$ cat config.mk
export PLATFORM = sky130hd
export DESIGN_NAME = pwr_fault_mon
export DESIGN_NICKNAME = d
export VERILOG_FILES = /design/src/rtl/pfm_pkg.sv /design/src/rtl/pfm_deglitch.sv /design/src/rtl/pfm_fault_latch.sv /design/src/rtl/pfm_pgood.sv /design/src/rtl/pwr_fault_mon.sv
export SDC_FILE = /design/constraint.sdc
export NUM_CORES = 1
export LEC_CHECK = 0
export BUFFER_PORTS_ARGS = -buffer_cell sky130_fd_sc_hd__buf_2
export CAP_MARGIN = 15
export CORE_MARGIN = 2
export CORE_UTILIZATION = 58
export CTS_CLUSTER_DIAMETER = 100
export DETAILED_ROUTE_END_ITERATION = 7
export PLACE_DENSITY = 0.77
export SLEW_MARGIN = 20
export SYNTH_ARGS = -nofsm -noshare
export SYNTH_HDL_FRONTEND = slang
export SYNTH_HIERARCHICAL = 1
export SYNTH_SLANG_ARGS = --single-unit
export TNS_END_PERCENT = 5
$ cat constraint.sdc
create_clock -name clk -period 1.5 [get_ports clk]
set_input_delay 0.15 -clock clk [delete_from_list [all_inputs] [get_ports clk]]
set_output_delay 0.15 -clock clk [all_outputs]
set_load 0.02 [all_outputs]
$ cat src/rtl/pfm_pkg.sv
package pfm_pkg;

  typedef enum logic [1:0] {
    FLT_NONE = 2'd0,
    FLT_OV   = 2'd1,
    FLT_UV   = 2'd2
  } flt_e;

  localparam int unsigned IDX_OV  = 0;
  localparam int unsigned IDX_UV  = 1;
  localparam int unsigned IDX_WIN = 2;
  localparam int unsigned N_COND  = 3;

  function automatic int unsigned cnt_width(input int unsigned n);
    return (n < 2) ? 1 : $clog2(n);
  endfunction

  // Over-voltage has priority; an existing fault blocks the other one.
  function automatic flt_e next_fault(input flt_e cur, input logic ov_q,
                                      input logic uv_q);
    if (cur != FLT_NONE) return cur;
    if (ov_q)            return FLT_OV;
    if (uv_q)            return FLT_UV;
    return FLT_NONE;
  endfunction

endpackage

$ cat src/rtl/pfm_deglitch.sv
module pfm_deglitch #(
  parameter int unsigned DG_CYC = 200
) (
  input  logic clk,
  input  logic rst_n,
  input  logic cond_i,
  output logic qual_o
);
  localparam int unsigned CW = pfm_pkg::cnt_width(DG_CYC);
  localparam logic [CW-1:0] LAST = CW'(DG_CYC - 1);

  logic [CW-1:0] cnt_q;

  always_ff @(posedge clk or negedge rst_n) begin
    if (!rst_n) begin
      cnt_q  <= '0;
      qual_o <= 1'b0;
    end else if (!cond_i) begin
      cnt_q  <= '0;
      qual_o <= 1'b0;
    end else if (cnt_q == LAST) begin
      qual_o <= 1'b1;
    end else begin
      cnt_q <= cnt_q + 1'b1;
    end
  end
endmodule

$ cat src/rtl/pfm_fault_latch.sv
module pfm_fault_latch
  import pfm_pkg::*;
(
  input  logic clk,
  input  logic rst_n,
  input  logic en_i,
  input  logic ov_qual_i,
  input  logic uv_qual_i,
  output logic lowside_hold_o,
  output logic drv_off_o
);
  flt_e state_q;

  always_ff @(posedge clk or negedge rst_n) begin
    if (!rst_n)      state_q <= FLT_NONE;
    else if (!en_i)  state_q <= FLT_NONE;
    else             state_q <= next_fault(state_q, ov_qual_i, uv_qual_i);
  end

  assign lowside_hold_o = (state_q == FLT_OV);
  assign drv_off_o      = (state_q == FLT_UV);
endmodule

$ cat src/rtl/pfm_pgood.sv
module pfm_pgood (
  input  logic clk,
  input  logic rst_n,
  input  logic en_i,
  input  logic ss_done_i,
  input  logic in_window_i,
  input  logic win_qual_i,
  input  logic fault_i,
  output logic pg_pull_low_o
);
  logic started_q;

  always_ff @(posedge clk or negedge rst_n) begin
    if (!rst_n)     started_q <= 1'b0;
    else if (!en_i) started_q <= 1'b0;
    else if (ss_done_i && in_window_i) started_q <= 1'b1;
  end

  assign pg_pull_low_o = !started_q || win_qual_i || fault_i;
endmodule

$ cat src/rtl/pwr_fault_mon.sv
module pwr_fault_mon #(
  parameter int unsigned DG_CYC = 200
) (
  input  logic clk,
  input  logic rst_n,
  input  logic en_i,
  input  logic ov_flag_i,
  input  logic uv10_flag_i,
  input  logic uv30_flag_i,
  input  logic ss_done_i,
  input  logic blank_i,
  output logic lowside_hold_o,
  output logic drv_off_o,
  output logic pg_pull_low_o
);
  import pfm_pkg::*;

  logic [N_COND-1:0] cond;
  logic [N_COND-1:0] qual;
  logic ov_qual, uv_qual, win_qual, in_window;

  assign in_window     = !ov_flag_i && !uv10_flag_i;
  assign cond[IDX_OV]  = en_i && ov_flag_i;
  assign cond[IDX_UV]  = en_i && uv30_flag_i && !blank_i;
  assign cond[IDX_WIN] = en_i && !in_window;

  for (genvar i = 0; i < N_COND; i++) begin : g_dg
    pfm_deglitch #(.DG_CYC(DG_CYC)) u_dg (
      .clk    (clk),
      .rst_n  (rst_n),
      .cond_i (cond[i]),
      .qual_o (qual[i])
    );
  end

  assign ov_qual  = qual[IDX_OV];
  assign uv_qual  = qual[IDX_UV];
  assign win_qual = qual[IDX_WIN];

  pfm_fault_latch u_latch (
    .clk            (clk),
    .rst_n          (rst_n),
    .en_i           (en_i),
    .ov_qual_i      (ov_qual),
    .uv_qual_i      (uv_qual),
    .lowside_hold_o (lowside_hold_o),
    .drv_off_o      (drv_off_o)
  );

  pfm_pgood u_pg (
    .clk           (clk),
    .rst_n         (rst_n),
    .en_i          (en_i),
    .ss_done_i     (ss_done_i),
    .in_window_i   (in_window),
    .win_qual_i    (win_qual),
    .fault_i       (lowside_hold_o || drv_off_o),
    .pg_pull_low_o (pg_pull_low_o)
  );
endmodule

## Word-level counts from Yosys, hierarchy flattened

Index checks and enable logic that the tools add are counted.

| storage, ports and cells | value |
|---|---|
| register bits | 30 |
| input port bits | 8 |
| output and inout bits | 3 |

| cells by class | value |
|---|---|
| add/sub/neg operators | 3 |
| eq/ne operators | 12 |
| multiplexer cells | 30 |
| reductions and logical operators | 15 |

Operators with widths:

| operator | number |
|---|---|
| $mux 8 | 6 |
| $add 8x1->8 const B | 3 |
| $eq 8x8->1 const B | 3 |
| $mux 1 | 17 |
| $mux 2 | 7 |
| $ne 2x2->1 const B | 6 |
| $logic_and 1x1->1 | 6 |
| $logic_not 1->1 | 5 |
| $logic_or 1x1->1 | 3 |
| $eq 2x1->1 const B | 1 |
| $eq 2x2->1 const B | 1 |
| $ne 2x1->1 const B | 1 |
| $reduce_bool 2->1 | 1 |

## Logic depth before layout (Yosys ltp)

Gate-level depths: netlist of the first run.

| depth | value |
|---|---|
| word-level depth | 12 |
| depth in mapped cells | 5 |
| depth with buffers taken out | 4 |

## Cells and area by module

Netlist of the first run, hierarchy kept.

By module, submodules not included:

| module | instances | cells each | area each (um^2) | sequential area each (um^2) |
|---|---|---|---|---|
| pfm_deglitch (g_dg[0].u_dg ...) | 2 | 44 | 456.7 | 225.2 |
| pfm_deglitch (g_dg[1].u_dg) | 1 | 46 | 451.7 | 225.2 |
| pfm_fault_latch | 1 | 8 | 97.6 | 50.0 |
| pfm_pgood | 1 | 4 | 45.0 | 25.0 |
| pwr_fault_mon | 1 | 5 | 32.5 | 0.0 |

## Least setup slack after synthesis of the first run

No wires, ideal clock.

| timing path | value |
|---|---|
| path type | register to output |
| start | register u_latch.state_q[0] |
| end | output pg_pull_low_o |
| data arrival time | 1.298 ns |
| data required time | 1.350 ns |
| path slack | 0.052 ns |
| stages on the path, launching flop included | 4 |
| buffers on the path | 0 |
| cells stage by stage | dfrtp_1 > and2b_1 > or2_1 > or3b_1 |

| between the ends | value |
|---|---|
| longest elaborated chain between the ends | 3 |

Ends and longest elaborated chain:

| item | line | RTL |
|---|---|---|
| start: declaration | pfm_fault_latch.sv:12 | `flt_e state_q;` |
| start signal: assignment | pfm_fault_latch.sv:17 | `else state_q <= next_fault(state_q, ov_qual_i, uv_qual_i);` |
| $eq 2x2->1 | pfm_fault_latch.sv:21 | `assign drv_off_o = (state_q == FLT_UV);` |
| net drv_off_o | pwr_fault_mon.sv:13 | `output logic drv_off_o,` |
| $logic_or 1x1->1 | pwr_fault_mon.sv:57 | `.fault_i (lowside_hold_o \|\| drv_off_o),` |
| $logic_or 1x1->1 | pfm_pgood.sv:19 | `assign pg_pull_low_o = !started_q \|\| win_qual_i \|\| fault_i;` |
| end: declaration | pwr_fault_mon.sv:14 | `output logic pg_pull_low_o` |

The timed path passes the listed nets, and every way through them passes these cells.

## Worst setup path in the final report of the first run

| timing path | value |
|---|---|
| start | register u_latch.state_q[0] |
| end | output pg_pull_low_o |

| between the ends | value |
|---|---|
| longest elaborated chain between the ends | 3 |

Ends and longest elaborated chain:

| item | line |
|---|---|
| $eq 2x1->1 or $eq 2x2->1 (tied branches) | pfm_fault_latch.sv:20, pfm_fault_latch.sv:21 |
| $logic_or 1x1->1 (*) | pwr_fault_mon.sv:57 |
| $logic_or 1x1->1 (*) | pfm_pgood.sv:19 |

Every way passes the cells marked *; elsewhere a longest branch is shown, timed or not.

==> results of run 1 <==
-- registers in the layout, summed over array words and instances, names as in the netlist --
name and cells:
g_dg.u_dg/qual_o 3, u_pg/started_q 1, g_dg.u_dg/cnt_q 24, u_latch/state_q 2
-- final cells by class --
| type | instances | area [sq um] | area share [%] |
|---|---|---|---|
| Clock buffer | 7 | 45.0 | 2.66 |
| Inverter | 4 | 15.0 | 0.886 |
| Multi-Input combinational cell | 113 | 757 | 44.7 |
| Sequential cell | 30 | 751 | 44.3 |
| Tap cell | 30 | 37.5 | 2.22 |
| Timing Repair Buffer | 14 | 88.8 | 5.24 |
-- power by group --
group | leakage [nW] | internal, mW | switching (mW) | total [mW]
logic | 0.298 | 0.0295 | 0.0424 | 0.0719
registers | 0.415 | 0.818 | 0.0135 | 0.831
clock network | 0.0254 | 0.176 | 0.252 | 0.428
-- worst paths after layout --
| kind | slack, ns | start | cells after the start | endpoint |
|---|---|---|---|---|
| worst min register to register | 0.51 | g_dg[1].u_dg/qual_o$_DFFE_PN0P_ | 2 | g_dg[1].u_dg/qual_o$_DFFE_PN0P_ |
| max in group asynchronous | 0.68 | rst_n | 2 | g_dg[2].u_dg/cnt_q[5]$_DFFE_PN0P_ |
| worst max-delay path | -0.28 | u_latch/state_q[0]$_DFFE_PN0P_ | 4 | pg_pull_low_o |
| worst max register to register | 0.11 | g_dg[2].u_dg/cnt_q[0]$_DFFE_PN0P_ | 4 | g_dg[2].u_dg/cnt_q[1]$_DFFE_PN0P_ |
| worst min-delay path | 0.09 | ss_done_i | 3 | u_pg/started_q$_DFFE_PN0P_ |
| min in group asynchronous | 0.39 | rst_n | 2 | u_latch/state_q[1]$_DFFE_PN0P_ |
-- timing repair --
item	CTS	global route
hold buffers	1	0
setup endpoints to repair	1	1
pin swaps	0	2
endpoints found under the hold margin	30	0
setup buffers	3	0
gates resized for setup	0	2
-- per-layer routing --
metal | vias up | track usage (%) | part of all wire [%]
li1 | 573 | - | -
met1 | 555 | 22.4 | 42
met2 | 13 | 35.9 | 53
met3 | 4 | 7.73 | 3.7
met4 | 0 | 7.32 | 1.4
met5 | - | 0 | 0
-- synth_stat cells, types with 4 or more instances --
library cell / number
ha_1: 6
o21ai_0: 13
mux2i_1: 4
nor3b_1: 5
nand2_1: 12
a21oi_1: 6
nand3_1: 10
inv_1: 4
a21boi_1: 6
o21a_1: 5
or3_1: 9
xnor2_1: 4
dfrtp_1: 30
-- critical path, cell delays in order (launching register included) --
cell and delay (ns):
dfrtp_1 0.41, nor2b_1 0.15, or2_1 0.22, or3b_1 0.39, buf_6 0.14
-- cell families after synthesis --
group | share of synthesized area, %
AOI/OAI and AO/OA | 13.7
muxes | 2.60
xor gates and xnor gates | 3.41
adders and majority gates | 4.87
DFF | 48.7
and+or+nand+nor | 24.5
buffers and inverters | 2.11
==> impl_metrics.csv, run 1 <==
group,metric,value,unit
clocking,clockBufferDepth,2,
job,drv_cap,0,
worst_setup_path,end_kind,"output pin",
global_route,grt_pass1_wl,4870,microns
timing,finalCriticalPeriod,1.78,ns
clocking,numCtsBuffers,5,
die,io_pins,11,
route,wirelength,2740,microns
synth,ys_async_sr_fraction,100,%
power_and_ir_drop,p_leak,0.738,nW
timing,setup_slack,-0.278,ns
route,avgRoutedWirePerCell,13.8,microns
outcome,status,"finished with violations",
die,dieArea,3080,sq um
synth,synthTopCellsByArea,"dfrtp_1 (49%), ha_1 (4.9%), o21ai_0 (4.2%)",
layout,finalNonFillerCells,198,
global_route,grtUsageTotal,20.4,%
timing,setup_violations,1,
clocking,cts.sinks,30,
placed_design,port_buffers,10,
clocking,root_buffer,"clkbuf_4",
synth,yosysTopAreaCell,"dfrtp_1",
die,die_h,55.5,microns
synth,seq_area_frac_synth,48.7,%
global_route,grt_overflow,0,
timing,fin_tns_setup,-0.278,ns
layout,design_area,1690,sq um
timing,slew_headroom,55.8,%
power_and_ir_drop,vdd_ir_drop_max,0.630,mV
placed_design,dpl.hpwl,1970,microns
synth,synth_area,1540,sq um
synth,ys_warn_count,6,
timing,hold_violations,0,
outcome,violations,"setup timing",
power_and_ir_drop,power_density,786,nW/um^2
global_route,first_global_vias,1137,
clocking,h-tree-depth,2,
route,antenna_left,0,
synth,netlist_instances,151,
worst_setup_path,path_class,"flip-flop to output pin",
die,start_util,61.6,%
timing,finalCritPeriodShare,119,%
route,drt-vias-per-instance,5.78,
timing,final.setup_skew,0.00391,ns
timing,slew_violations,0,
clocking,clk_pin_slew,0.09,ns
layout,final_common_cell,"dfrtp_1",
timing,rsz0062_at_grt,"yes",
placed_design,dp_cells,187,
die,fp.dieW,55.5,microns
timing,tightest_slew,0.662,ns
layout,mostFrequentLayoutCells,"dfrtp_1 (30), o21ai_0 (13), nand2_1 (12)",
placed_design,preCtsSetupSlack,0.0681,ns
layout,syn_to_final_growth,9.99,%
route,drtPass1Iterations,4,
global_route,grt_antenna_before_repair,0,
route,drcViolationCount,0,
worst_setup_path,critPathArrivalTime,1.63,ns
worst_setup_path,worstPathRequired,1.35,ns
clocking,cts_tree,"built",
synth,syn_nets,165,
power_and_ir_drop,total_power,1.33,mW
synth,synth_top_area_share,48.7,%
die,fp-row-count,18,
placed_design,dpl_cell_area,1610,sq um
clocking,insertion_delay,0.32,ns
layout,nets,182,
die,coreArea,2500,sq um
worst_setup_path,start_kind,"flip-flop",
synth,syn_area_per_cell,10.2,sq um
timing,whs,0.0875,ns
worst_setup_path,path_max_fanout,4,
layout,final_util,67.8,%
timing,fmax,562,MHz
synth,yosys_most_used_dff,"dfrtp_1",
layout,layout-drive-gt1-share,13.7,%
placed_design,gp_congestion,0.786,
layout,antenna_cells,0,
synth,yosysUniqueCellTypes,35,
min_path,min-delay-path-class,"primary input to flip-flop",
route,drt_iter0_markers,44,
synth,ys_seq_elements,30,
layout,nFillCells,196,
route,route.vias.total,1145,
synth,synth-edff-count,0,
global_route,grt_max_degree,31,
Power figures use the tool's default switching activity.
==> run 2: changes to the inputs <==
--- a/config.mk
+++ b/config.mk
@@ -7,11 +7,13 @@
 export LEC_CHECK = 0
 export BUFFER_PORTS_ARGS = -buffer_cell sky130_fd_sc_hd__buf_2
 export CAP_MARGIN = 15
+export CELL_PAD_IN_SITES_DETAIL_PLACEMENT = 1
+export CELL_PAD_IN_SITES_GLOBAL_PLACEMENT = 2
 export CORE_MARGIN = 2
-export CORE_UTILIZATION = 58
+export CORE_UTILIZATION = 38
 export CTS_CLUSTER_DIAMETER = 100
 export DETAILED_ROUTE_END_ITERATION = 7
-export PLACE_DENSITY = 0.77
+export PLACE_DENSITY_LB_ADDON = 0.1
 export SLEW_MARGIN = 20
 export SYNTH_ARGS = -nofsm -noshare
 export SYNTH_HDL_FRONTEND = slang
==> impl_metrics.csv, run 2 (synthesis results as in run 1) <==
group,metric,value,unit
outcome,status,"finished with violations",
outcome,violations,"setup timing",
worst_setup_path,start_kind,"flip-flop",
layout,final_common_cell,"dfrtp_1",
timing,rsz0062_at_grt,"yes",
route,drtPass1Iterations,4,
timing,fin_tns_setup,-0.223,ns
placed_design,preCtsSetupSlack,0.0539,ns
layout,nFillCells,444,
route,wirelength,3220,microns
layout,register_area,752,sq um
timing,final.setup_skew,0.00255,ns
route,avgRoutedWirePerCell,14.8,microns
die,fp.dieW,67.7,microns
layout,largest_reg_flops,24,
worst_setup_path,cpPeakStageDelay,0.40,ns
placed_design,dpl.hpwl,2350,microns
clocking,root_buffer,"clkbuf_8",
worst_setup_path,end_kind,"output pin",
layout,reg_top3,"g_dg.u_dg/cnt_q (24), g_dg.u_dg/qual_o (3), u_latch/state_q (2)",
clocking,cts_tree,"built",
layout,nets,182,
route,route.vias.total,1158,
timing,slew_headroom,53.4,%
worst_setup_path,crit_slowest_cell,"dfrtp_1",
timing,slew_violations,0,
die,io_pins,11,
clocking,h-tree-depth,2,
die,die_h,67.7,microns
clocking,clk_pin_slew,0.06,ns
timing,finalCriticalPeriod,1.72,ns
clocking,cts.sinks,30,
placed_design,port_buffers,10,
route,drt_iter0_markers,46,
min_path,min-delay-path-class,"primary input to flip-flop",
route,antenna_left,0,
worst_setup_path,crit_path_cell_trace,"and2b_1, or2_1, or3b_4, buf_6",
die,coreArea,3940,sq um
timing,finalCritPeriodShare,115,%
timing,fmax,580,MHz
clocking,clockBufferDepth,2,
worst_setup_path,path_max_fanout,3,
layout,antenna_cells,0,
worst_setup_path,critPathArrivalTime,1.57,ns
layout,syn_to_final_growth,14.1,%
timing,setup_violations,1,
timing,setup_slack,-0.223,ns
worst_setup_path,path_class,"flip-flop to output pin",
timing,tightest_slew,0.699,ns
timing,hold_violations,0,
route,drt-vias-per-instance,5.31,
power_and_ir_drop,vdd_ir_drop_max,0.542,mV
global_route,grt_max_degree,31,
layout,largest_register,"g_dg.u_dg/cnt_q",
global_route,grt_overflow,0,
die,fp-row-count,23,
route,drcViolationCount,0,
job,drv_cap,0,
die,start_util,39.1,%
layout,multi_input_area,762,sq um
clocking,numCtsBuffers,5,
layout,layout-drive-gt1-share,16.1,%
power_and_ir_drop,power_density,857,nW/um^2
die,dieArea,4580,sq um
power_and_ir_drop,p_leak,0.751,nW
clocking,insertion_delay,0.27,ns
placed_design,gp_congestion,0.802,
global_route,grt_antenna_before_repair,0,
global_route,first_global_vias,1163,
worst_setup_path,worstPathRequired,1.35,ns
global_route,grt_pass1_wl,5400,microns
layout,mostFrequentLayoutCells,"dfrtp_1 (29), o21ai_0 (13), nand2_1 (12)",
global_route,grtUsageTotal,16.7,%
[run 2: cell type report]
cell class,count,share of cell area [%]
Multi-Input combinational cell,113,43.4
Sequential cell,30,42.8
Timing Repair Buffer,14,5.06
Clock buffer,7,4.34
Tap cell,50,3.56
Inverter,4,0.855
[run 2: report_power, final]
part           leakage, nW  internal, mW  total [mW]  switching [mW]
clock               0.0383         0.319       0.596           0.278
combinational        0.299        0.0308      0.0759          0.0451
sequential           0.414         0.820       0.833          0.0133
total                0.751          1.17        1.51           0.336
[run 2: path summary, 6_finish.rpt]
path / depth (start not counted) / slack (ns) / end / from
min reg2reg: 1 / 0.51 / g_dg[2].u_dg/qual_o$_DFFE_PN0P_ / g_dg[2].u_dg/qual_o$_DFFE_PN0P_
max reg2reg: 4 / 0.13 / g_dg[0].u_dg/cnt_q[2]$_DFFE_PN0P_ / g_dg[0].u_dg/cnt_q[0]$_DFFE_PN0P_
min in group asynchronous: 2 / 0.46 / g_dg[0].u_dg/cnt_q[4]$_DFFE_PN0P_ / rst_n
max: 4 / -0.22 / pg_pull_low_o / u_latch/state_q[1]$_DFFE_PN0P_
min: 3 / 0.15 / u_pg/started_q$_DFFE_PN0P_ / ss_done_i
max in group asynchronous: 2 / 0.55 / g_dg[0].u_dg/cnt_q[0]$_DFFE_PN0P_ / rst_n
[run 2: metal layers]
layer	up-vias	part of all wire [%]	track usage, %
met3	5	2.8	5.50
met2	16	48	25.6
met4	0	1.3	6.89
li1	571	-	-
met5	-	0	0
met1	566	48	21.4
[run 2: timing repair]
action	CTS	global route
endpoints found under the hold margin	30	0
setup endpoints to repair	1	5
hold buffers	1	0
setup buffers	2	1
pin swaps	0	0
gates resized for setup	0	6
[run 2: critical path, delay by kind of cell, from the launching register on]
| family | cells | cell delay [ns] |
|---|---|---|
| buf+inv | 1 | 0.14 |
| simple gates | 3 | 0.77 |
| flops | 1 | 0.40 |
[run 2: metrics by stage]
| step | area (sq um) | utilization [%] | hold WS [ns] | cells | total power [mW] |
|---|---|---|---|---|---|
| finish | 1760 | 44.6 | 0.154 | 218 | 1.51 |
| global placement | 1640 | 41.5 | 0.235 | 207 | 0.917 |
| global route | 1760 | 44.6 | 0.162 | 218 | 1.58 |
| detailed placement | 1640 | 41.5 | 0.237 | 207 | 0.921 |
| CTS | 1740 | 44.0 | 0.149 | 217 | 1.53 |
| floorplan | 1540 | - | -0.146 | 151 | 0.880 |
==> run 3: changes to the inputs <==
--- a/config.mk
+++ b/config.mk
@@ -7,13 +7,12 @@
 export LEC_CHECK = 0
 export BUFFER_PORTS_ARGS = -buffer_cell sky130_fd_sc_hd__buf_2
 export CAP_MARGIN = 15
-export CELL_PAD_IN_SITES_DETAIL_PLACEMENT = 1
-export CELL_PAD_IN_SITES_GLOBAL_PLACEMENT = 2
 export CORE_MARGIN = 2
-export CORE_UTILIZATION = 38
+export CORE_UTILIZATION = 58
 export CTS_CLUSTER_DIAMETER = 100
 export DETAILED_ROUTE_END_ITERATION = 7
-export PLACE_DENSITY_LB_ADDON = 0.1
+export PLACE_DENSITY = 0.77
+export SETUP_SLACK_MARGIN = 0.1
 export SLEW_MARGIN = 20
 export SYNTH_ARGS = -nofsm -noshare
 export SYNTH_HDL_FRONTEND = slang
==> impl_metrics.csv, run 3 (synthesis results as in run 1) <==
group,metric,value,unit
outcome,status,"finished with violations",
outcome,violations,"setup timing",
timing,rsz0062_at_grt,"yes",
worst_setup_path,critPathBufInv,1,
route,drtPass1Iterations,4,
layout,nFillCells,185,
worst_setup_path,cpPeakStageDelay,0.38,ns
timing,tightest_slew,0.635,ns
timing,setup_slack,-0.269,ns
layout,multi_input_area,774,sq um
clocking,cts.sinks,30,
min_path,min-delay-path-class,"primary input to flip-flop",
timing,hold_violations,0,
clocking,clockBufferDepth,2,
layout,largest_reg_flops,24,
global_route,grtUsageMet3,5.62,%
die,die_h,55.5,microns
worst_setup_path,path_class,"flip-flop to output pin",
placed_design,gp_congestion,0.824,
worst_setup_path,crit_slowest_cell,"dfrtp_1",
placed_design,dp_cells,188,
clocking,root_buffer,"clkbuf_4",
route,antenna_left,0,
clocking,insertion_delay,0.32,ns
layout,final_common_cell,"dfrtp_1",
power_and_ir_drop,p_leak,0.748,nW
die,start_util,61.6,%
layout,register_area,756,sq um
global_route,grt.busiest_layer,"met2",
global_route,first_global_vias,1188,
layout,nets,182,
worst_setup_path,path_max_fanout,3,
worst_setup_path,end_kind,"output pin",
die,io_pins,11,
timing,finalCriticalPeriod,1.77,ns
placed_design,dpl.hpwl,1970,microns
die,coreArea,2500,sq um
timing,finalCritPeriodShare,118,%
route,route.vias.total,1178,
worst_setup_path,worstPathRequired,1.35,ns
clocking,cts_tree,"built",
timing,final.setup_skew,0.00714,ns
route,avgRoutedWirePerCell,14.7,microns
layout,syn_to_final_growth,13.8,%
layout,layout-drive-gt1-share,21.9,%
route,wirelength,2920,microns
layout,design_area,1750,sq um
power_and_ir_drop,power_density,858,nW/um^2
placed_design,dpl_cell_area,1620,sq um
worst_setup_path,crit_family,"simple AND/OR/NAND/NOR gates",
die,dieArea,3080,sq um
timing,slew_violations,0,
worst_setup_path,critPathArrivalTime,1.62,ns
layout,mostFrequentLayoutCells,"dfrtp_1 (26), o21ai_0 (13), nand2_1 (11)",
global_route,grt_overflow,0,
placed_design,port_buffers,10,
clocking,numCtsBuffers,5,
timing,slew_headroom,57.7,%
route,drcViolationCount,0,
global_route,grt_pass1_wl,4930,microns
power_and_ir_drop,vdd_ir_drop_max,1.35,mV
clocking,h-tree-depth,2,
layout,final_util,70.1,%
layout,reg_top3,"g_dg.u_dg/cnt_q (24), g_dg.u_dg/qual_o (3), u_latch/state_q (2)",
global_route,grtUsageTotal,20.7,%
global_route,grt_antenna_before_repair,0,
global_route,use_met2,34.7,%
job,drv_cap,0,
layout,antenna_cells,0,
route,drt-vias-per-instance,5.92,
timing,setup_violations,1,
global_route,use_met1,25.3,%
clocking,clk_pin_slew,0.10,ns
worst_setup_path,start_kind,"flip-flop",
layout,largest_register,"g_dg.u_dg/cnt_q",
timing,fmax,565,MHz
route,drt_iter0_markers,26,
global_route,grt_max_degree,31,
layout,finalNonFillerCells,199,
die,fp.dieW,55.5,microns
worst_setup_path,crit_path_cell_trace,"and2b_1, or2_1, or3b_4, buf_6",
die,fp-row-count,18,
[run 3: final timing paths]
kind / from / end / slack (ns) / cells after the start
worst max-delay path: u_latch/state_q[0]$_DFFE_PN0P_ / pg_pull_low_o / -0.27 / 4
worst min-delay path: en_i / u_latch/state_q[0]$_DFFE_PN0P_ / 0.12 / 2
worst max register to register: g_dg[2].u_dg/cnt_q[0]$_DFFE_PN0P_ / g_dg[2].u_dg/cnt_q[2]$_DFFE_PN0P_ / 0.16 / 4
worst min register to register: g_dg[2].u_dg/qual_o$_DFFE_PN0P_ / g_dg[2].u_dg/qual_o$_DFFE_PN0P_ / 0.51 / 1
max in group asynchronous: rst_n / g_dg[0].u_dg/cnt_q[0]$_DFFE_PN0P_ / 0.67 / 2
min in group asynchronous: rst_n / g_dg[0].u_dg/cnt_q[7]$_DFFE_PN0P_ / 0.38 / 2
[run 3: repair_timing]
item,in CTS,in global routing
hold endpoints to repair,30,0
pin swaps,0,1
cloned,0,0
buffers inserted,2,0
setup endpoints to repair,1,17
hold buffers,1,0
gates resized for setup,2,11
[run 3: per-stage QoR]
step / setup WS (ns) / power (mW) / setup TNS, ns / hold slack [ns]
floorplan: 0.0881 / 0.882 / 0 / -0.146
global placement: 0.0741 / 0.915 / 0 / 0.219
detailed placement: 0.0563 / 0.919 / 0 / 0.215
CTS: -0.284 / 1.51 / -0.284 / 0.0898
global route: -0.342 / 1.58 / -0.342 / 0.0960
finish: -0.269 / 1.50 / -0.269 / 0.116
[run 3: power by group]
group	internal (mW)	switching (mW)
sequential	0.819	0.0140
combinational	0.0313	0.0440
clock	0.320	0.275
[run 3: layer usage]
metal | wire (microns) | share of wire [%]
met5 | 0 | 0
met4 | 51 | 1.7
met3 | 94 | 3.2
met2 | 1480 | 51
met1 | 1290 | 44
[run 3: final cells by class]
type	count	area share [%]
multi-input cells	113	44.2
inverters	4	0.857
clock buffers	8	4.50
well taps	30	2.14
repair buffers	14	5.21
flip-flops and latches	30	43.1
